**src/rtl/sdi_codec_pkg.sv**
```systemverilog
// Shared constants for the scrambled NRZI line codec.
// Assumes a single bit clock for both directions.
package sdi_codec_pkg;
    // Parallel word width.
    localparam int WORD_W    = 10;
    // Scrambler generator x^SCR_LONG + x^SCR_SHORT + 1.
    localparam int SCR_LONG  = 9;
    localparam int SCR_SHORT = 4;

    // Direction of a self-synchronizing scrambler stage.
    typedef enum logic {
        SCR_DIR_ENCODE = 1'b0,
        SCR_DIR_DECODE = 1'b1
    } scr_dir_e;
endpackage

```
**src/rtl/sdi_word_serializer.sv**
```systemverilog
// Parallel-to-serial converter.
// A one-hot slot counter raises take_o in the last bit slot of each word.
// At the edge that ends that slot, it loads either the input word or a
// zero fill word. The word is then shifted out LSB first.
// Assumes: reset leaves the counter in the last slot, so the first word is
// captured at the first edge after reset is released.
module sdi_word_serializer #(
    parameter int WORD_W = 10
) (
    input  logic              clk,
    input  logic              rst_n,
    input  logic [WORD_W-1:0] word_i,
    input  logic              valid_i,
    output logic              take_o,
    output logic              bit_o
);
    localparam logic [WORD_W-1:0] SLOT_LAST = WORD_W'(1) << (WORD_W - 1);

    logic [WORD_W-1:0] slot_q;
    logic [WORD_W-1:0] shreg_q;

    // Take strobe: the final slot of the current word.
    always_comb take_o = slot_q[WORD_W-1];

    // One-hot slot ring: rotates by one position every bit clock.
    always_ff @(posedge clk) begin
        if (!rst_n) slot_q <= SLOT_LAST;
        else        slot_q <= {slot_q[WORD_W-2:0], slot_q[WORD_W-1]};
    end

    // Shift register: load at the take edge, shift right otherwise.
    always_ff @(posedge clk) begin
        if (!rst_n)      shreg_q <= '0;
        else if (take_o) shreg_q <= valid_i ? word_i : '0;
        else             shreg_q <= {1'b0, shreg_q[WORD_W-1:1]};
    end

    // The serial bit is the LSB of the shift register.
    always_comb bit_o = shreg_q[0];
endmodule

```
**src/rtl/sdi_sync_scrambler.sv**
```systemverilog
// Self-synchronizing scrambler/descrambler for x^LONG + x^SHORT + 1.
// ENCODE: the history holds past outputs, so it is a scrambler.
// DECODE: the history holds past inputs, so it is a descrambler.
// The output is registered, which adds one cycle of latency.
// Assumes 1 < SHORT < LONG.
module sdi_sync_scrambler
    import sdi_codec_pkg::*;
#(
    parameter int       LONG  = 9,
    parameter int       SHORT = 4,
    parameter scr_dir_e DIR   = SCR_DIR_ENCODE
) (
    input  logic clk,
    input  logic rst_n,
    input  logic din,
    output logic dout
);
    logic [LONG-1:0] hist_q;
    logic            mix;
    logic            hist_in;

    // Feedback: the current bit combined with the two tapped history bits.
    always_comb mix = din ^ hist_q[SHORT-1] ^ hist_q[LONG-1];

    // Select what the history records, according to the direction.
    generate
        if (DIR == SCR_DIR_ENCODE) begin : g_enc
            always_comb hist_in = mix;
        end else begin : g_dec
            always_comb hist_in = din;
        end
    endgenerate

    // History shift register: entry k holds the bit from k+1 cycles back.
    always_ff @(posedge clk) begin
        if (!rst_n) hist_q <= '0;
        else        hist_q <= {hist_q[LONG-2:0], hist_in};
    end

    // Output register.
    always_ff @(posedge clk) begin
        if (!rst_n) dout <= 1'b0;
        else        dout <= mix;
    end
endmodule

```
**src/rtl/sdi_nrzi_stage.sv**
```systemverilog
// NRZI converter for the x + 1 polynomial.
// Encode: the line toggles on a 1 and holds on a 0.
// Decode: the output is the XOR of the current and previous line bits,
// which is the same whichever way the line is inverted.
// Both directions have one register of latency.
module sdi_nrzi_stage
    import sdi_codec_pkg::*;
#(
    parameter scr_dir_e DIR = SCR_DIR_ENCODE
) (
    input  logic clk,
    input  logic rst_n,
    input  logic din,
    output logic dout
);
    generate
        if (DIR == SCR_DIR_ENCODE) begin : g_enc
            logic level_q;
            // Line level: flips on each incoming 1.
            always_ff @(posedge clk) begin
                if (!rst_n) level_q <= 1'b0;
                else        level_q <= level_q ^ din;
            end
            always_comb dout = level_q;
        end else begin : g_dec
            logic prev_q;
            logic diff_q;
            // Previous line sample, kept for edge detection.
            always_ff @(posedge clk) begin
                if (!rst_n) prev_q <= 1'b0;
                else        prev_q <= din;
            end
            // Transition detector output register.
            always_ff @(posedge clk) begin
                if (!rst_n) diff_q <= 1'b0;
                else        diff_q <= din ^ prev_q;
            end
            always_comb dout = diff_q;
        end
    endgenerate
endmodule

```
**src/rtl/sdi_serial_codec.sv**
```systemverilog
// Top level of the scrambled NRZI line codec.
// Transmit: serializer -> scrambler -> NRZI encoder -> tx_line.
// Receive:  rx_line -> NRZI decoder -> descrambler -> rx_bit.
// Assumes both directions share the bit clock. Word framing on the receive
// side is left to the user, who counts from the fixed latency.
module sdi_serial_codec
    import sdi_codec_pkg::*;
(
    input  logic              clk,
    input  logic              rst_n,
    input  logic [WORD_W-1:0] tx_word,
    input  logic              tx_valid,
    output logic              tx_take,
    output logic              tx_line,
    input  logic              rx_line,
    output logic              rx_bit
);
    logic ser_bit;
    logic scr_bit;
    logic nrz_rx;

    sdi_word_serializer #(.WORD_W(WORD_W)) u_ser (
        .clk     (clk),
        .rst_n   (rst_n),
        .word_i  (tx_word),
        .valid_i (tx_valid),
        .take_o  (tx_take),
        .bit_o   (ser_bit)
    );

    sdi_sync_scrambler #(.LONG(SCR_LONG), .SHORT(SCR_SHORT), .DIR(SCR_DIR_ENCODE)) u_scr (
        .clk   (clk),
        .rst_n (rst_n),
        .din   (ser_bit),
        .dout  (scr_bit)
    );

    sdi_nrzi_stage #(.DIR(SCR_DIR_ENCODE)) u_nrzi_tx (
        .clk   (clk),
        .rst_n (rst_n),
        .din   (scr_bit),
        .dout  (tx_line)
    );

    sdi_nrzi_stage #(.DIR(SCR_DIR_DECODE)) u_nrzi_rx (
        .clk   (clk),
        .rst_n (rst_n),
        .din   (rx_line),
        .dout  (nrz_rx)
    );

    sdi_sync_scrambler #(.LONG(SCR_LONG), .SHORT(SCR_SHORT), .DIR(SCR_DIR_DECODE)) u_dscr (
        .clk   (clk),
        .rst_n (rst_n),
        .din   (nrz_rx),
        .dout  (rx_bit)
    );
endmodule

```
**config.mk**
```make
export PLATFORM = sky130hd
export DESIGN_NAME = sdi_serial_codec
export DESIGN_NICKNAME = d
export VERILOG_FILES = /design/src/rtl/sdi_codec_pkg.sv /design/src/rtl/sdi_word_serializer.sv /design/src/rtl/sdi_sync_scrambler.sv /design/src/rtl/sdi_nrzi_stage.sv /design/src/rtl/sdi_serial_codec.sv
export SDC_FILE = /design/constraint.sdc
export NUM_CORES = 1
export LEC_CHECK = 0
export ABC_AREA = 1
export BUFFER_PORTS_ARGS = -buffer_cell sky130_fd_sc_hd__buf_4
export CAP_MARGIN = 40
export CORE_MARGIN = 2
export CORE_UTILIZATION = 40
export DETAILED_ROUTE_END_ITERATION = 16
export PLACE_DENSITY = 0.67
export SYNTH_ARGS = -nofsm -noshare
export SYNTH_HDL_FRONTEND = slang
export SYNTH_SLANG_ARGS = --single-unit
```
**constraint.sdc**
```tcl
create_clock -name clk -period 1.1 [get_ports clk]
set_clock_uncertainty 0.1 [all_clocks]
set_input_delay 0.055 -clock clk [delete_from_list [all_inputs] [get_ports clk]]
set_output_delay 0.055 -clock clk [all_outputs]
set_load 0.05 [all_outputs]
```
### Word-level counts from Yosys, hierarchy flattened

Index checks and enable logic that the tools add are counted.

| cells by class | value |
|---|---|
| muxes and demuxes | 2 |
| bitwise logic cells | 6 |
| reduce and logical (&&, ||, !) cells | 1 |

Operators with widths:

| cell | count |
|---|---|
| 9-bit 2-to-1 mux | 2 |
| 1-bit XOR | 6 |
| 3-bit AND reduction | 1 |

| storage, ports and cells | value |
|---|---|
| bits in registers | 43 |
| word-level logic and storage cells | 19 |
| output and inout port bits | 3 |
| input port bits | 14 |

### Logic depth before layout (Yosys ltp)

Gate-level depths: netlist (run 1).

| depth | value |
|---|---|
| depth in word-level cells | 2 |
| gate-level depth with buffers | 5 |
| depth with buffers taken out | 5 |

### Cells and area by module

From an unflattened synthesis (run 1), not the netlist that was laid out.

| second synthesis, totals | value |
|---|---|
| cell total of the unflattened synthesis | 160 |
| area, all modules | 1338.8 um^2 |

Modules (own cells, without submodules):

| module | times used | cells each | sequential area each (um^2) | area each (um^2) |
|---|---|---|---|---|
| sdi_word_serializer | 1 | 74 | 400.4 | 644.4 |
| sdi_sync_scrambler (u_dscr) | 1 | 38 | 200.2 | 311.5 |
| sdi_sync_scrambler (u_scr) | 1 | 35 | 180.2 | 284.0 |
| sdi_nrzi_stage (u_nrzi_rx) | 1 | 8 | 40.0 | 63.8 |
| sdi_nrzi_stage (u_nrzi_tx) | 1 | 5 | 20.0 | 35.0 |

### Worst setup path before layout (run 1)

Ideal clock, no wire load.

| path | value |
|---|---|
| path type | reg-to-reg |
| start | reg u_ser.slot_q[9] |
| end | reg u_ser.shreg_q[0] |
| required time | 0.881 ns |
| setup slack | -0.251 ns |
| period minus slack after synthesis | 1.351 ns |
| cell stages (with the launch flop) | 4 |
| setup time | 0.119 ns |
| path buffers | 0 |
| arrival time | 1.132 ns |
| path through | dfxtp_1 > clkinv_1 > nand2_1 > a21oi_1 |

| between the ends | value |
|---|---|
| cells in the longest elaborated chain, start to end | 1 |

Ends and longest elaborated chain:

| item | RTL line | text |
|---|---|---|
| start, declared | sdi_word_serializer.sv:19 | `logic [WORD_W-1:0] slot_q;` |
| start signal, assigned | sdi_word_serializer.sv:28 | `else slot_q <= {slot_q[WORD_W-2:0], slot_q[WORD_W-1]};` |
| 9-bit 2-to-1 mux | sdi_word_serializer.sv:34 | `else if (take_o) shreg_q <= valid_i ? word_i : '0;` |
| end signal, assigned | sdi_word_serializer.sv:34 |  |
| end signal, assigned | sdi_word_serializer.sv:35 | `else shreg_q <= {1'b0, shreg_q[WORD_W-1:1]};` |
| end, declared | sdi_word_serializer.sv:20 | `logic [WORD_W-1:0] shreg_q;` |

No other way between the ends.
A chain may end at the register's enable or synchronous reset.

### Worst setup path after layout (run 1)

| path | value |
|---|---|
| start | reg u_nrzi_tx.g_enc.level_q (netlist: u_nrzi_tx.dout) |
| end | out tx_line |

RTL lines:

| item | RTL line | text |
|---|---|---|
| start, declared | sdi_nrzi_stage.sv:18 | `logic level_q;` |
| start signal, assigned | sdi_nrzi_stage.sv:22 | `else level_q <= level_q ^ din;` |
| end, declared | sdi_serial_codec.sv:14 | `output logic tx_line,` |

No word-level cell between the ends.

==> flow_metrics.tcl, run 1 <==
set metrics [dict create \
    core-area_um2 3080 \
    cts_max_path_buffers 2 \
    critPathMaxStageDelay_ps 380 \
    clk_latency_ps 330 \
    yosysWarnings 0 \
    grt_max_degree 21 \
    worst_slack_ps 58.8 \
    drtIter0Drc 47 \
    cp-start-kind "flip-flop" \
    die_h_um 61.1 \
    ys_ff_latch 42 \
    min_period_ps 1040 \
    placedCellCount 212 \
    synth-compound-area-share_pct 4.23 \
    hold_viol_final 0 \
    tritoncts "yes" \
    rows 20 \
    cts_sinks 42 \
    dpl.hpwl_mm 1.35 \
    cts_made_buffers 5 \
    netlist_instances 155 \
    io_buffers 16 \
    wl_per_cell_um 9.26 \
    cp_max_fo 2 \
    fin_cells 232 \
    drc_errors 0 \
    drt_wl_total_mm 2.15 \
    die-area_um2 3730 \
    muxShareOfSynthArea_pct 0 \
    critPathSlowestCell "dfxtp_1" \
    drive_above_1_share_pct 13.8 \
    syn_area_per_cell_um2 8.40 \
    setup_violations 0 \
    cp_data_required_time_ps 940 \
    die_x_um 61.1 \
    overflow 0 \
    grt_pass1_wl_mm 3.46 \
    tightest_slew_ps 187 \
    start_util_pct 42.3 \
    fill_cells 290 \
    fin_crit_sh_pct 94.7 \
    synthToLayoutAreaGrowth_pct 26.7 \
    hold_path.class "reg2reg" \
    finish.instance_area_um2 1650 \
    maxCapViolCount 0 \
    ir_worst_vdd_mv 0.654 \
    drv_slew 0 \
    final_nets 202 \
    vias 920 \
    grt_pass1_vias 866 \
    p_per_area_nw_per_um2 1470 \
    antenna_found_initial 0 \
    ys_seq_area_share_pct 64.6 \
    n_antenna_cell 0 \
    synth_xor_area_share_pct 1.34 \
    rsz0062_at_grt "no" \
    crit_path_end_kind "output pin" \
    pre_cts_slack_ps 156 \
    cp.arrival_ps 890 \
    crit_chain "buf_6" \
    ant_nets 0 \
    finalWeightedCongestion 0.727 \
    fmax_mhz 960 \
    cpLargestDelayFamily "flip-flops" \
    cts_root_buf "clkbuf_4" \
    placed_area_um2 1470 \
    cts.reportedPaths.clkPinSlew_ps 110 \
    synth_top_family_by_area "simple AND/OR/NAND/NOR gates" \
    grt.total_usage_pct 13.8 \
    netlist_area_um2 1300 \
    p_leak_nw 0.877 \
    crit_buf_inv 1 \
    syn_nets 169 \
    synthSimpleGateAreaFrac_pct 18.0 \
    crit_type "reg2out" \
    fin_setup_tns_ps 0 \
    synth_fa_ha_area_share_pct 0 \
    postLayoutCoreUtil_pct 53.6 \
    via_per_inst 3.97 \
    outcome "completed" \
    top_level_ports 17 \
    synth_cell_types 13 \
    max-slew-margin-rel_pct 87.5 \
    first_pass_iters 4 \
    cts_max_level 2 \
]
-- cell families (layout without fill, tap and decap cells) --
kind of cell / Yosys count / count (layout)
AOI/OAI and AO/OA: 11 / 11
xor gates and xnor gates: 2 / 2
buffers and inverters: 39 / 72
DFF: 42 / 42
and+or+nand+nor: 61 / 61
-- final timing paths --
kind                                        from               end  slack, ps  depth (start not counted)
worst max register to register   u_ser.slot_q[9]  u_ser.shreg_q[7]        140                          4
worst min-delay path            u_dscr.hist_q[7]  u_dscr.hist_q[8]        310                          2
worst max-delay path              u_nrzi_tx.dout           tx_line         60                          1
worst min register to register  u_dscr.hist_q[7]  u_dscr.hist_q[8]        310                          2
-- per-stage QoR --
stage | hold slack, ps | power (mW)
after CTS | 315 | 2.46
after global placement | 153 | 1.75
after global routing | 339 | 2.56
final | 310 | 2.42
after detailed placement | 161 | 1.75
after floorplan | 52.6 | 1.69
-- cell usage in the layout, fill, tap and decap left out, types with 2 or more instances in the layout --
cell / instances
nand2_1: 53
dfxtp_1: 41
inv_1: 32
buf_4: 15
dlygate4sd3_1: 13
a21oi_1: 11
nor2_1: 5
clkbuf_4: 5
nand3_1: 2
clkinv_2: 2
xnor2_1: 2
clkbuf_1: 2
buf_6: 2
-- per-layer routing --
| metal | vias to the layer above | routed length, µm | global-route usage (%) |
|---|---|---|---|
| li1 | 508 | - | - |
| met1 | 390 | 954 | 13.6 |
| met2 | 17 | 1030 | 22.8 |
| met3 | 5 | 103 | 5.04 |
| met4 | 0 | 56 | 12.1 |
| met5 | - | 0 | 0 |
-- timing repair --
action                                  in CTS  in global routing
endpoints found under the setup margin       0                  2
resized for setup                            0                  3
hold endpoints to repair                    21                  0
buffers inserted                             0                  0
hold buffers                                13                  0
-- report_power, final --
| part | switching (mW) | total, mW | internal [mW] |
|---|---|---|---|
| clock network | 0.424 | 0.666 | 0.241 |
| logic | 0.0905 | 0.186 | 0.0951 |
| registers | 0.0162 | 1.57 | 1.56 |
-- Yosys cell counts --
library cell / n / share of area [%]
a21oi_1: 11 / 4.2
buf_2: 3 / 1.2
buf_4: 1 / 0.58
clkinv_1: 1 / 0.29
clkinv_2: 1 / 0.38
dfxtp_1: 42 / 65
inv_1: 32 / 9.2
inv_2: 1 / 0.29
nand2_1: 53 / 15
nand3_1: 2 / 0.77
nor2_1: 5 / 1.4
or2_1: 1 / 0.48
xnor2_1: 2 / 1.3
-- registers in the layout (all words and copies together) (netlist names) --
signal                  cells
u_nrzi_tx.dout              1
u_dscr.dout                 1
u_nrzi_rx.g_dec.prev_q      1
u_nrzi_rx.dout              1
u_scr.hist_q                9
u_ser.slot_q               10
u_dscr.hist_q               9
u_ser.shreg_q              10
-- layout make-up --
cell class | count | area (µm²) | area share, %
Multi-Input combinational cell | 74 | 307 | 18.6
Inverter | 35 | 134 | 8.11
Sequential cell | 42 | 845 | 51.2
Timing Repair Buffer | 30 | 265 | 16.1
Tap cell | 44 | 55.1 | 3.34
Clock buffer | 7 | 45.0 | 2.73
Note: power is estimated with default switching activity, not from simulation.
==> inputs of run 2 (changes only) <==
CORE_MARGIN = 5   (was 2)
==> flow_metrics.tcl, run 2 (synthesis gave the netlist of run 1 again) <==
set metrics [dict create \
    first_pass_iters 4 \
    rows 20 \
    top_regs "u_ser.shreg_q (10), u_ser.slot_q (10)" \
    critPathMaxStageDelay_ps 390 \
    max-slew-margin-rel_pct 82.4 \
    die-area_um2 4500 \
    tritoncts "yes" \
    fin_crit_sh_pct 94.7 \
    power_mw 3.01 \
    worst_slack_ps 58.2 \
    cts_root_buf "clkbuf_4" \
    p_leak_nw 0.912 \
    setup_violations 0 \
    grt.total_usage_pct 12.4 \
    wl_per_cell_um 9.71 \
    die_h_um 67.1 \
    fmax_mhz 960 \
    final_common_cell "nand2_1" \
    fin_cells 233 \
    crit_buf_inv 1 \
    drv_slew 0 \
    clk_latency_ps 350 \
    outcome "completed" \
    min_from "u_ser.slot_q[7]" \
    critPathSlowestCell "dfxtp_4" \
    p_per_area_nw_per_um2 1750 \
    overflow 0 \
    r2r_cells 4 \
    layout_common_cells "nand2_1 (53), dfxtp_1 (40), inv_1 (32)" \
    vias 966 \
    n_antenna_cell 0 \
    ant_nets 0 \
    placedCellCount 212 \
    grt_pass1_vias 900 \
    core-area_um2 3080 \
    rrSetupSlack_ps 120 \
    via_per_inst 4.15 \
    cts.reportedPaths.clkPinSlew_ps 120 \
    fin_setup_tns_ps 0 \
    rsz0062_at_grt "no" \
    synthToLayoutAreaGrowth_pct 32.2 \
    min_path_cells 2 \
    dpl.hpwl_mm 1.37 \
    finalWeightedCongestion 0.650 \
    cts_max_level 2 \
    hold_viol_final 0 \
    tightest_slew_ps 264 \
    cts_sinks 42 \
    crit_chain "buf_8" \
    min_to "u_ser.slot_q[8]" \
    reg2reg_from "u_ser.slot_q[9]" \
    drtIter0Drc 40 \
    cp-start-kind "flip-flop" \
    cp.arrival_ps 890 \
    cts_made_buffers 5 \
    cts_max_path_buffers 2 \
    die_x_um 67.1 \
    grt_max_degree 31 \
    postLayoutCoreUtil_pct 55.9 \
    maxCapViolCount 0 \
    start_util_pct 42.3 \
    io_buffers 16 \
    drt_wl_total_mm 2.26 \
    top_level_ports 17 \
    crit_type "reg2out" \
    grt_pass1_wl_mm 3.89 \
    final_nets 202 \
    cp_data_required_time_ps 940 \
    antenna_found_initial 0 \
    pre_cts_slack_ps 182 \
    postCtsSetupBuffers 0 \
    cpLargestDelayFamily "flip-flops" \
    hold_path.class "reg2reg" \
    crit_path_end_kind "output pin" \
    drc_errors 0 \
    timing.rr.end "u_ser.shreg_q[7]" \
    min_period_ps 1040 \
    drive_above_1_share_pct 15.9 \
    cp_max_fo 4 \
    ir_worst_vdd_mv 0.686 \
]
[run 2: timing repair]
action	4_1_cts	5_1_grt
setup endpoints to repair	2	2
gates resized for setup	2	3
endpoints found under the hold margin	13	0
pin swaps	0	0
hold buffers	13	0
[run 2: per-stage QoR]
| stage | hold WS [ps] | cell area [µm²] |
|---|---|---|
| finish | 320 | 1720 |
| global route | 330 | 1720 |
| CTS | 325 | 1710 |
| detailed placement | 160 | 1470 |
| global placement | 156 | 1470 |
| floorplan | 52.6 | 1310 |
[run 2: how the worst max path moves through the flow]
stage | start | endpoint | slack, ps | cells past startpoint
CTS | u_nrzi_tx.dout | tx_line | 10 | 1
finish | u_ser.slot_q[9] | tx_take | 60 | 1
global placement | u_ser.slot_q[9] | u_ser.shreg_q[7] | 210 | 4
floorplan | u_nrzi_tx.dout | u_nrzi_tx.dout | 50 | 2
detailed placement | u_ser.slot_q[9] | u_ser.shreg_q[0] | 180 | 4
global route | u_ser.slot_q[9] | tx_take | 4 | 1
[run 2: power by group]
group	internal, mW	leakage [nW]	switching, mW
combinational	0.0966	0.512	0.0928
clock	0.770	0.0585	0.474
sequential	1.56	0.342	0.0155
[run 2: final cells by class]
class	count	area, µm²
Clock buffer	6	51.3
Fill cell	279	1360
Multi-Input combinational cell	74	307
Timing Repair Buffer	30	269
Sequential cell	42	846
Clock inverter	2	60.1
Tap cell	44	55.1
Inverter	35	134
[run 2: metal layers]
layer  up-vias  routed length [µm]  track usage (%)  share of wire, %
li1        509                   -                -                 -
met1       424                 929             11.5                41
met2        26                1120             21.8                50
met3         7                 149             6.07               6.6
met4         0                  60             6.84               2.7
met5         -                   0                0                 0
[run 2: tightest hold or removal path, stage by stage, from the launching register on]
cell and delay [ps]:
dfxtp_1 310, nand2_1 60, inv_1 40
==> inputs of run 3 (changes only) <==
PLACE_DENSITY = 0.69   (was 0.67)
clock period = 0.85 ns   (was 1.1 ns; I/O delays follow)
==> flow_metrics.tcl, run 3 (synthesis gave the netlist of run 1 again) <==
set metrics [dict create \
    outcome "finished, violations left" \
    violations "negative hold slack, negative setup slack" \
    final_common_cell "nand2_1" \
    final_nets 206 \
    rrSetupSlack_ps -140 \
    layout_common_cells "nand2_1 (49), dfxtp_1 (35), inv_1 (30)" \
    crit_chain "buf_8" \
    die_h_um 67.1 \
    n_antenna_cell 0 \
    critPathMaxStageDelay_ps 380 \
    multi_input_area_um2 342 \
    cts_max_level 2 \
    combPwrFrac_pct 8.0 \
    finish.instance_area_um2 1790 \
    grt.total_usage_pct 11.9 \
    cts_made_buffers 5 \
    wl_per_cell_um 9.16 \
    rows 20 \
    cpLargestDelayFamily "flip-flops" \
    pre_cts_slack_ps -10.8 \
    ant_nets 0 \
    cp_data_required_time_ps 710 \
    critPathSlowestCell "dfxtp_4" \
    drive_above_1_share_pct 24.9 \
    clk_latency_ps 330 \
    drt_wl_total_mm 2.17 \
    synthToLayoutAreaGrowth_pct 37.7 \
    drtIter0Drc 18 \
    die-area_um2 4500 \
    rsz0062_at_grt "yes" \
    hold_ws_ps -64.7 \
    io_buffers 16 \
    core-area_um2 3080 \
    antenna_found_initial 0 \
    placed_area_um2 1510 \
    vias 960 \
    seq_area_um2 855 \
    fill_cells 283 \
    via_per_inst 4.05 \
    maxCapViolCount 0 \
    crit_path_end_kind "output pin" \
    sw_frac_of_total_pct 20.7 \
    max-slew-margin-rel_pct 83.9 \
    finalWeightedCongestion 0.668 \
    min_period_ps 996 \
    die_x_um 67.1 \
    ir_worst_vdd_mv 0.982 \
    p_per_area_nw_per_um2 1960 \
    fin_setup_tns_ps -1730 \
    drc_errors 0 \
    setup_violations 14 \
    top_level_ports 17 \
    tightest_slew_ps 241 \
    holdBufCountCts 12 \
    dpl.hpwl_mm 1.41 \
    drv_slew 0 \
    worst_slack_ps -146 \
    fin_crit_sh_pct 117 \
    cts.reportedPaths.clkPinSlew_ps 110 \
    start_util_pct 42.3 \
    cts_sinks 42 \
    fmax_mhz 1000 \
    p_leak_nw 0.936 \
    first_pass_iters 5 \
    cp-start-kind "flip-flop" \
    cp_max_fo 2 \
    power_frac_clock_pct 34.1 \
    cp.arrival_ps 850 \
    overflow 0 \
    seqPwrFrac_pct 57.9 \
    crit_buf_inv 1 \
    grt_max_degree 27 \
    cts_root_buf "clkbuf_4" \
    top_regs "u_ser.shreg_q (10), u_ser.slot_q (10)" \
    p_int_mw 2.79 \
    grt_pass1_vias 933 \
    crit_type "reg2out" \
    tritoncts "yes" \
    hold_viol_final 25 \
    grt_pass1_wl_mm 3.82 \
    cts_max_path_buffers 2 \
    p_switching_mw 0.727 \
    hold_path.class "in2reg" \
]
## run 3: cell count changes in the layout (fill, tap and decap cells not counted), moves of 3 or more
| cell | change |
|---|---|
| nand2_1 | -4 |
| dfxtp_2 | +4 |
| dfxtp_1 | -5 |
| nand2_2 | +3 |
| clkinv_4 | +3 |
## run 3: what timing repair did
item	4_1_cts	5_1_grt
endpoints found under the setup margin	12	16
cloned	1	0
gates resized for setup	9	13
buffers inserted	3	0
endpoints found under the hold margin	34	25
pin swaps	1	4
## run 3: final timing paths
kind                         from               end  cells after the start
setup / recovery   u_nrzi_tx.dout           tx_line                      1
hold / removal              rst_n   u_scr.hist_q[8]                      3
setup reg to reg  u_ser.slot_q[9]  u_ser.shreg_q[5]                      5
hold reg to reg   u_scr.hist_q[7]   u_scr.hist_q[8]                      2
## run 3: layout make-up
| class | count | share of cell area, % |
|---|---|---|
| flip-flops and latches | 42 | 47.7 |
| multi-input cells | 74 | 19.1 |
| repair buffers | 33 | 17.7 |
| inverters | 35 | 7.89 |
| well taps | 44 | 3.07 |
| clock buffers | 7 | 2.51 |
| clock inverters | 1 | 1.67 |
| repair inverters | 1 | 0.488 |
## run 3: metal layers
metal,up-vias,global-route usage [%],share of wire [%]
met1,420,11.5,43
met5,-,0,0
met3,5,5.56,4.8
li1,518,-,-
met2,17,21.0,50
met4,0,6.08,1.8
## run 3: through the flow
step	power, mW	utilization (%)	cells	hold WS [ps]
2_1_floorplan	2.19	-	155	40.1
3_3_place_gp	2.28	48.9	213	142
3_5_place_dp	2.28	48.9	213	151
4_1_cts	3.57	57.3	237	-74.4
5_1_grt	3.71	58.3	237	-72.4
6_report	3.52	58.3	237	-64.7
## run 3: power by group through the flow
stage / clock (mW) / combinational (mW) / sequential [mW]
floorplan: 0 / 0.0949 / 2.10
detailed placement: 0 / 0.205 / 2.08
finish: 1.20 / 0.282 / 2.03
CTS: 1.25 / 0.280 / 2.03
global route: 1.36 / 0.309 / 2.04
global placement: 0 / 0.202 / 2.08
